File: src/rtl/opfwd_pkg.sv
`timescale 1ns/1ps
// Shared definitions for the operand forwarding unit.
// Assumes nothing beyond the 2-bit operand-origin coding below.
package opfwd_pkg;
    typedef enum logic [1:0] {
        ORIG_RF   = 2'd0,
        ORIG_WB   = 2'd1,
        ORIG_EXEC = 2'd2
    } opnd_orig_e;
endpackage

File: src/rtl/opfwd_slot_track.sv
`timescale 1ns/1ps
// Tracks the destination register and write flag of the instructions in
// execute and write-back. Advances every cycle; on a hold (advance low) or an
// invalid operand-read slot a bubble enters execute.
// Assumes: synchronous active-low reset held for at least two edges.
module opfwd_slot_track #(
    parameter int IDX_W = 5
) (
    input  logic             clk,
    input  logic             rst_n,
    input  logic             advance,
    input  logic             in_valid,
    input  logic             in_wr,
    input  logic [IDX_W-1:0] in_idx,
    output logic             ex_wr,
    output logic [IDX_W-1:0] ex_idx,
    output logic             wb_wr,
    output logic [IDX_W-1:0] wb_idx
);
    // Shift the destination tags one stage per cycle, bubbling execute on hold.
    always_ff @(posedge clk) begin
        if (!rst_n) begin
            ex_wr  <= 1'b0;
            ex_idx <= '0;
            wb_wr  <= 1'b0;
            wb_idx <= '0;
        end else begin
            ex_wr  <= advance && in_valid && in_wr;
            ex_idx <= in_idx;
            wb_wr  <= ex_wr;
            wb_idx <= ex_idx;
        end
    end

    // a held slot never reaches execute
    p_hold_bubbles_r6: assert property (@(posedge clk) disable iff (!rst_n)
        !advance |=> !ex_wr);

    // an invalid operand-read slot never reaches execute
    p_invalid_bubbles_r6: assert property (@(posedge clk) disable iff (!rst_n)
        !in_valid |=> !ex_wr);

    // write-back always holds what execute held one cycle earlier
    p_wb_follows_ex_r3: assert property (@(posedge clk) disable iff (!rst_n)
        1'b1 |=> (wb_wr == $past(ex_wr)) && (wb_idx == $past(ex_idx)));
endmodule

File: src/rtl/opfwd_operand_pick.sv
`timescale 1ns/1ps
// Resolves one source operand against the execute and write-back slots.
// The younger (execute) slot is checked first. Register 0 never matches.
// A match that cannot be bypassed in this variant requests a hold.
// Assumes: the register file does not pass same-cycle writes to its reads.
module opfwd_operand_pick
    import opfwd_pkg::*;
#(
    parameter int DATA_W = 32,
    parameter int IDX_W  = 5,
    parameter bit FWD_EN = 1'b1,
    parameter bit MERGED = 1'b0
) (
    input  logic              clk,
    input  logic              rst_n,
    input  logic [IDX_W-1:0]  src_idx,
    input  logic              src_use,
    input  logic              ex_wr,
    input  logic [IDX_W-1:0]  ex_idx,
    input  logic              wb_wr,
    input  logic [IDX_W-1:0]  wb_idx,
    input  logic [DATA_W-1:0] rf_data,
    input  logic [DATA_W-1:0] alu_data,
    input  logic [DATA_W-1:0] wb_data,
    output opnd_orig_e        orig,
    output logic [DATA_W-1:0] data,
    output logic              need_hold
);
    localparam bit EX_BYPASS = FWD_EN && MERGED;
    localparam bit WB_BYPASS = FWD_EN;

    logic live;
    logic hit_ex;
    logic hit_wb;

    // Compare the source against each in-flight destination.
    always_comb begin
        live   = src_use && (src_idx != '0);
        hit_ex = live && ex_wr && (ex_idx == src_idx);
        hit_wb = live && wb_wr && (wb_idx == src_idx);
    end

    // Choose the operand origin with the execute slot taking priority.
    always_comb begin
        orig      = ORIG_RF;
        data      = rf_data;
        need_hold = 1'b0;
        if (hit_ex) begin
            if (EX_BYPASS) begin
                orig = ORIG_EXEC;
                data = alu_data;
            end else begin
                need_hold = 1'b1;
            end
        end else if (hit_wb) begin
            if (WB_BYPASS) begin
                orig = ORIG_WB;
                data = wb_data;
            end else begin
                need_hold = 1'b1;
            end
        end
    end

    // register 0 is always taken from the register file
    p_zero_reg_r2: assert property (@(posedge clk) disable iff (!rst_n)
        (src_idx == '0) |-> (orig == ORIG_RF) && !need_hold);

    // an unused source never holds or bypasses
    p_unused_src_r2: assert property (@(posedge clk) disable iff (!rst_n)
        !src_use |-> (orig == ORIG_RF) && !need_hold);

    // a write-back origin carries the write-back value
    p_wb_data_r4: assert property (@(posedge clk) disable iff (!rst_n)
        (orig == ORIG_WB) |-> (data == wb_data));

    generate
        if (!EX_BYPASS) begin : g_no_ex_path
            // without the execute path the execute origin never appears
            p_no_exec_orig_r5: assert property (@(posedge clk) disable iff (!rst_n)
                orig != ORIG_EXEC);
        end
        if (!FWD_EN) begin : g_no_bypass
            // with forwarding off only the register file is used
            p_rf_only_r7: assert property (@(posedge clk) disable iff (!rst_n)
                orig == ORIG_RF);
        end
    endgenerate
endmodule

File: src/rtl/opfwd_unit.sv
`timescale 1ns/1ps
// Operand forwarding and interlock unit for a five-stage in-order pipeline.
// Resolves both sources of the instruction in operand read against the two
// older in-flight instructions. It bypasses where the variant allows and
// otherwise raises stall, which also bubbles execute.
// Assumes: the front end holds its instruction unchanged while stall is high.
module opfwd_unit
    import opfwd_pkg::*;
#(
    parameter int DATA_W = 32,
    parameter int REG_N  = 32,
    parameter bit FWD_EN = 1'b1,
    parameter bit MERGED = 1'b0,
    localparam int IDX_W = $clog2(REG_N)
) (
    input  logic              clk,
    input  logic              rst_n,
    input  logic              rd_valid,
    input  logic [IDX_W-1:0]  src_idx_a,
    input  logic              src_use_a,
    input  logic [IDX_W-1:0]  src_idx_b,
    input  logic              src_use_b,
    input  logic [IDX_W-1:0]  dst_idx,
    input  logic              dst_wr,
    input  logic [DATA_W-1:0] rf_data_a,
    input  logic [DATA_W-1:0] rf_data_b,
    input  logic [DATA_W-1:0] alu_result,
    input  logic [DATA_W-1:0] wb_result,
    output logic [1:0]        pick_a,
    output logic [1:0]        pick_b,
    output logic [DATA_W-1:0] opnd_a,
    output logic [DATA_W-1:0] opnd_b,
    output logic              stall
);
    localparam int N_SRC = 2;

    logic             ex_wr;
    logic [IDX_W-1:0] ex_idx;
    logic             wb_wr;
    logic [IDX_W-1:0] wb_idx;

    logic [IDX_W-1:0]  s_idx  [N_SRC];
    logic              s_use  [N_SRC];
    logic [DATA_W-1:0] s_rf   [N_SRC];
    opnd_orig_e        s_orig [N_SRC];
    logic [DATA_W-1:0] s_data [N_SRC];
    logic [N_SRC-1:0]  s_hold;

    // Gather the per-source inputs into arrays.
    always_comb begin
        s_idx[0] = src_idx_a;
        s_idx[1] = src_idx_b;
        s_use[0] = src_use_a;
        s_use[1] = src_use_b;
        s_rf[0]  = rf_data_a;
        s_rf[1]  = rf_data_b;
    end

    generate
        for (genvar i = 0; i < N_SRC; i++) begin : g_src
            opfwd_operand_pick #(
                .DATA_W (DATA_W),
                .IDX_W  (IDX_W),
                .FWD_EN (FWD_EN),
                .MERGED (MERGED)
            ) i_pick (
                .clk       (clk),
                .rst_n     (rst_n),
                .src_idx   (s_idx[i]),
                .src_use   (s_use[i]),
                .ex_wr     (ex_wr),
                .ex_idx    (ex_idx),
                .wb_wr     (wb_wr),
                .wb_idx    (wb_idx),
                .rf_data   (s_rf[i]),
                .alu_data  (alu_result),
                .wb_data   (wb_result),
                .orig      (s_orig[i]),
                .data      (s_data[i]),
                .need_hold (s_hold[i])
            );
        end
    endgenerate

    // Hold the front end when any live source cannot be bypassed.
    always_comb begin
        stall  = rd_valid && (|s_hold);
        pick_a = s_orig[0];
        pick_b = s_orig[1];
        opnd_a = s_data[0];
        opnd_b = s_data[1];
    end

    opfwd_slot_track #(
        .IDX_W (IDX_W)
    ) i_track (
        .clk      (clk),
        .rst_n    (rst_n),
        .advance  (!stall),
        .in_valid (rd_valid),
        .in_wr    (dst_wr),
        .in_idx   (dst_idx),
        .ex_wr    (ex_wr),
        .ex_idx   (ex_idx),
        .wb_wr    (wb_wr),
        .wb_idx   (wb_idx)
    );

    // no stall without an instruction in operand read
    p_idle_no_stall_r10: assert property (@(posedge clk) disable iff (!rst_n)
        !rd_valid |-> !stall);

    generate
        if (FWD_EN && !MERGED) begin : g_split_fwd
            // an interlock lasts exactly one cycle when bypassing from write-back
            p_single_hold_r5: assert property (@(posedge clk) disable iff (!rst_n)
                stall |=> !stall);
        end
        if (FWD_EN && MERGED) begin : g_merged_fwd
            // merged stages with forwarding never interlock
            p_never_stall_r8: assert property (@(posedge clk) disable iff (!rst_n)
                !stall);
        end
        if (!FWD_EN) begin : g_no_fwd
            // without forwarding a stall never exceeds two cycles
            p_hold_bounded_r7: assert property (@(posedge clk) disable iff (!rst_n)
                stall && $past(stall) |=> !stall);
        end
    endgenerate
endmodule

File: config.mk
export PLATFORM = sky130hd
export DESIGN_NAME = opfwd_unit
export DESIGN_NICKNAME = d
export VERILOG_FILES = /design/src/rtl/opfwd_pkg.sv /design/src/rtl/opfwd_slot_track.sv /design/src/rtl/opfwd_operand_pick.sv /design/src/rtl/opfwd_unit.sv
export SDC_FILE = /design/constraint.sdc
export NUM_CORES = 1
export LEC_CHECK = 0
export ABC_AREA = 1
export CORE_AREA = 3 3 82 84
export CTS_BUF_LIST = sky130_fd_sc_hd__clkbuf_8
export DETAILED_ROUTE_END_ITERATION = 16
export DIE_AREA = 0 0 85 87
export DONT_BUFFER_PORTS = 1
export HOLD_SLACK_MARGIN = 0.02
export SLEW_MARGIN = 0
export SYNTH_ARGS = -nofsm -noshare
export SYNTH_HDL_FRONTEND = slang
export SYNTH_SLANG_ARGS = --single-unit
File: constraint.sdc
create_clock -name clk -period 1.2 [get_ports clk]
set_input_delay 0.12 -clock clk [delete_from_list [all_inputs] [get_ports clk]]
set_output_delay 0.12 -clock clk [all_outputs]
set_load 0.005 [all_outputs]
==> flow_summary_export.csv <==
group,metric,value,unit
run_status,status,"finished, violations left",
run_status,violations,"negative setup slack",
setup_path,critPathMaxFanout,17,
logic_synthesis,yosysUniqueCellTypes,18,
setup_path,critPathSlowestCell,"dfxtp_2",
sta,rsz0062_at_grt,"true",
logic_synthesis,synth_top_family_by_area,"simple AND/OR/NAND/NOR gates",
sta,slew_viol_final,0,
cts,cts_max_level,1,
setup_path,crit_family,"simple AND/OR/NAND/NOR gates",
cts,cts_max_path_buffers,2,
floorplanning,initial_utilization,0.319,
setup_path,cp.required,1080,ps
setup_path,worstPathCellList,"inv_2 > nand2_1 > nand2_1 > nor2_1 > nand2_1 > nor2_4 > nand3_4 > buf_12 > nand2_1 > nand2_1",
setup_path,worst_ep_arrival_time,1620,ps
sta,setup_viol_count_final,67,
cts,clk_pin_slew_worst_paths,50,ps
floorplanning,row_count,28,
logic_synthesis,yosys.area_share.simple,0.714,
drt,antenna_left,0,
power_and_ir_drop,leakage,1.41,nW
drt,via_count,2679,
setup_path,path_buf_inv,2,
logic_synthesis,synth_compound_area_frac,0,
sta,finalCritPeriodShare,1.45,
logic_synthesis,synth_adder_area_share,0,
setup_path,cpMostUsedCell,"nand2_1",
floorplanning,die_area,7400,µm²
logic_synthesis,synth_warnings,0,
sta,max_freq,575,MHz
logic_synthesis,synthesis.area,1910,µm²
drt,routed_wl,8760,µm
floorplanning,ios,218,
layout,final_util,0.480,
logic_synthesis,yosysTopAreaCellShare,0.390,
logic_synthesis,synthMuxAreaShare,0,
global_routing,grt_max_degree,34,
logic_synthesis,synth_cells,381,
power_and_ir_drop,total_power,1.26,mW
drt,wire_per_inst,18.5,µm
setup_path,worstSetupPathType,"reg -> out",
drt,routed_via_density,5.65,
place,place_hpwl,6170,µm
run,drv_cap,0,
sta,fin_ws,-538,ps
sta,fin_skew,1.62,ps
layout,syn_to_final_growth,50.2,%
layout,drive_gt1_frac,0.421,
global_routing,grt_pass1_vias,2385,
logic_synthesis,ys_top_cells_by_area,"nand2_1 39%, nand4_1 23%, dfxtp_1 13%",
logic_synthesis,synth_xor_area_frac,0,
cts,clk_latency,230,ps
drt,drtIter0Drc,103,
logic_synthesis,synth_top_area_cell,"nand2_1",
place,dpl_cell_area,2110,µm²
setup_path,slowest_delay,340,ps
setup_path,critPathLaunchType,"flip-flop",
drt,drc,0,
floorplanning,fp.coreArea,5990,µm²
layout,antenna_cells,0,
drt,first_pass_iters,5,
place,gp_congestion,0.908,
floorplanning,die_x,85,µm
power_and_ir_drop,power_density,438,nW/µm²
place,io_buffers,0,
logic_synthesis,yosysSeqAreaShare,0.126,
sta,final.min_clock_period,1740,ps
layout,nNetsFinal,550,
cts,cts.sinks,12,
layout,stdcell_area,2870,µm²
global_routing,grt_pass1_wl,11800,µm
global_routing,track_usage,0.193,
global_routing,overflow,0,
logic_synthesis,synth_seq_cells,12,
sta,hold_viol,0,
cts,cts_tree,"built",
power_and_ir_drop,vdd_ir_drop_max,0.000582,V
floorplanning,die_h,87,µm
setup_path,end_kind,"output pin",
global_routing,antenna_found_initial,0,
cts,cts_made_buffers,3,
logic_synthesis,syn_avg_cell_area,5.02,µm²
cts,cts-root-buf,"clkbuf_8",
hold_path,hold_path_class,"in -> reg",
## kinds of logic (layout without fill, tap and decap cells)
family,count (synthesis),in the layout
other cells,1,2
buf+inv,64,81
flops,12,12
simple gates,304,304
## layout make-up
class                           count  area, µm²
Tap cell                           75       93.8
Inverter                           37        144
Timing Repair Buffer               41        551
Fill cell                         615       3120
Sequential cell                    12        258
Clock buffer                        3       41.3
Multi-Input combinational cell    306       1790
## state kept, by name, summed over array words and instances (netlist names)
register,flops
i_track.ex_wr,1
i_track.ex_idx,5
i_track.wb_wr,1
i_track.wb_idx,5
## Yosys cell counts
library cell	count
clkinv_1	2
nor2_4	2
buf_2	8
nor3b_1	1
nand2_1	199
nor2_1	22
conb_1	1
buf_4	2
inv_1	30
dfxtp_1	12
clkbuf_1	9
nand3_2	4
buf_6	6
nand4_1	69
nor3_1	2
buf_1	2
inv_2	5
nand3_1	5
## metrics by stage
| stage | setup WS [ps] | std cells | hold WS (ps) | TNS [ps] |
|---|---|---|---|---|
| 6_report | -538 | 474 | 20.3 | -33870 |
| 5_1_grt | -659 | 474 | 36.1 | -42070 |
| 3_5_place_dp | -280 | 451 | 220 | -13770 |
| 2_1_floorplan | -29.2 | 382 | 213 | -1670 |
| 4_1_cts | -494 | 468 | 24.9 | -30550 |
| 3_3_place_gp | -288 | 451 | 216 | -13030 |
## routing by layer
metal  GRT usage  share of wire  vias up
met5           0              0        -
met4      0.0201         0.0084        0
met3      0.0265          0.088        8
met2       0.374           0.54      155
met1       0.231           0.36     1241
li1            -              -     1275
## what timing repair did
action	in CTS	in global routing
gates cloned	3	4
gates resized for setup	49	103
hold buffers	6	0
pin swaps	4	32
endpoints found under the hold margin	11	0
buffers inserted	5	4
setup endpoints to repair	67	68
## power breakdown
group / leakage (nW) / internal, mW / switching, mW
clock network: 0.0216 / 0.219 / 0.124
registers: 0.103 / 0.419 / 0.0191
logic: 1.29 / 0.201 / 0.276
total: 1.41 / 0.839 / 0.419
## layout by cell type (no fill, tap or decap), types with 4 or more instances in the layout
cell and instances:
inv_2 12, nand2_2 70, nor2_1 15, buf_6 6, nand2_4 23, nor2_4 6
dfxtp_2 8, clkbuf_16 4, nand4_1 69, inv_1 22, nand2_1 106, buf_12 6
dlygate4sd3_1 6, buf_4 16, nand3_1 5
## worst reg2reg max path: stages, from the launching register on
cell	delay, ps
dfxtp_2	340
inv_1	70
nor2_1	50
buf_4	120
nor3_1	190
nand3_1	120
nand2_1	100
nor2_1	40
## worst paths after layout
kind / cells after the start / startpoint / slack, ps / end
worst max register to register: 7 / i_track.ex_idx[2] / 70 / i_track.ex_wr
worst min register to register: 2 / i_track.ex_idx[4] / 450 / i_track.wb_idx[4]
worst min-delay path: 2 / rd_valid / 20 / i_track.ex_wr
worst max-delay path: 10 / i_track.wb_idx[1] / -540 / opnd_a[2]
No activity file was read; power rests on OpenSTA's default activity.
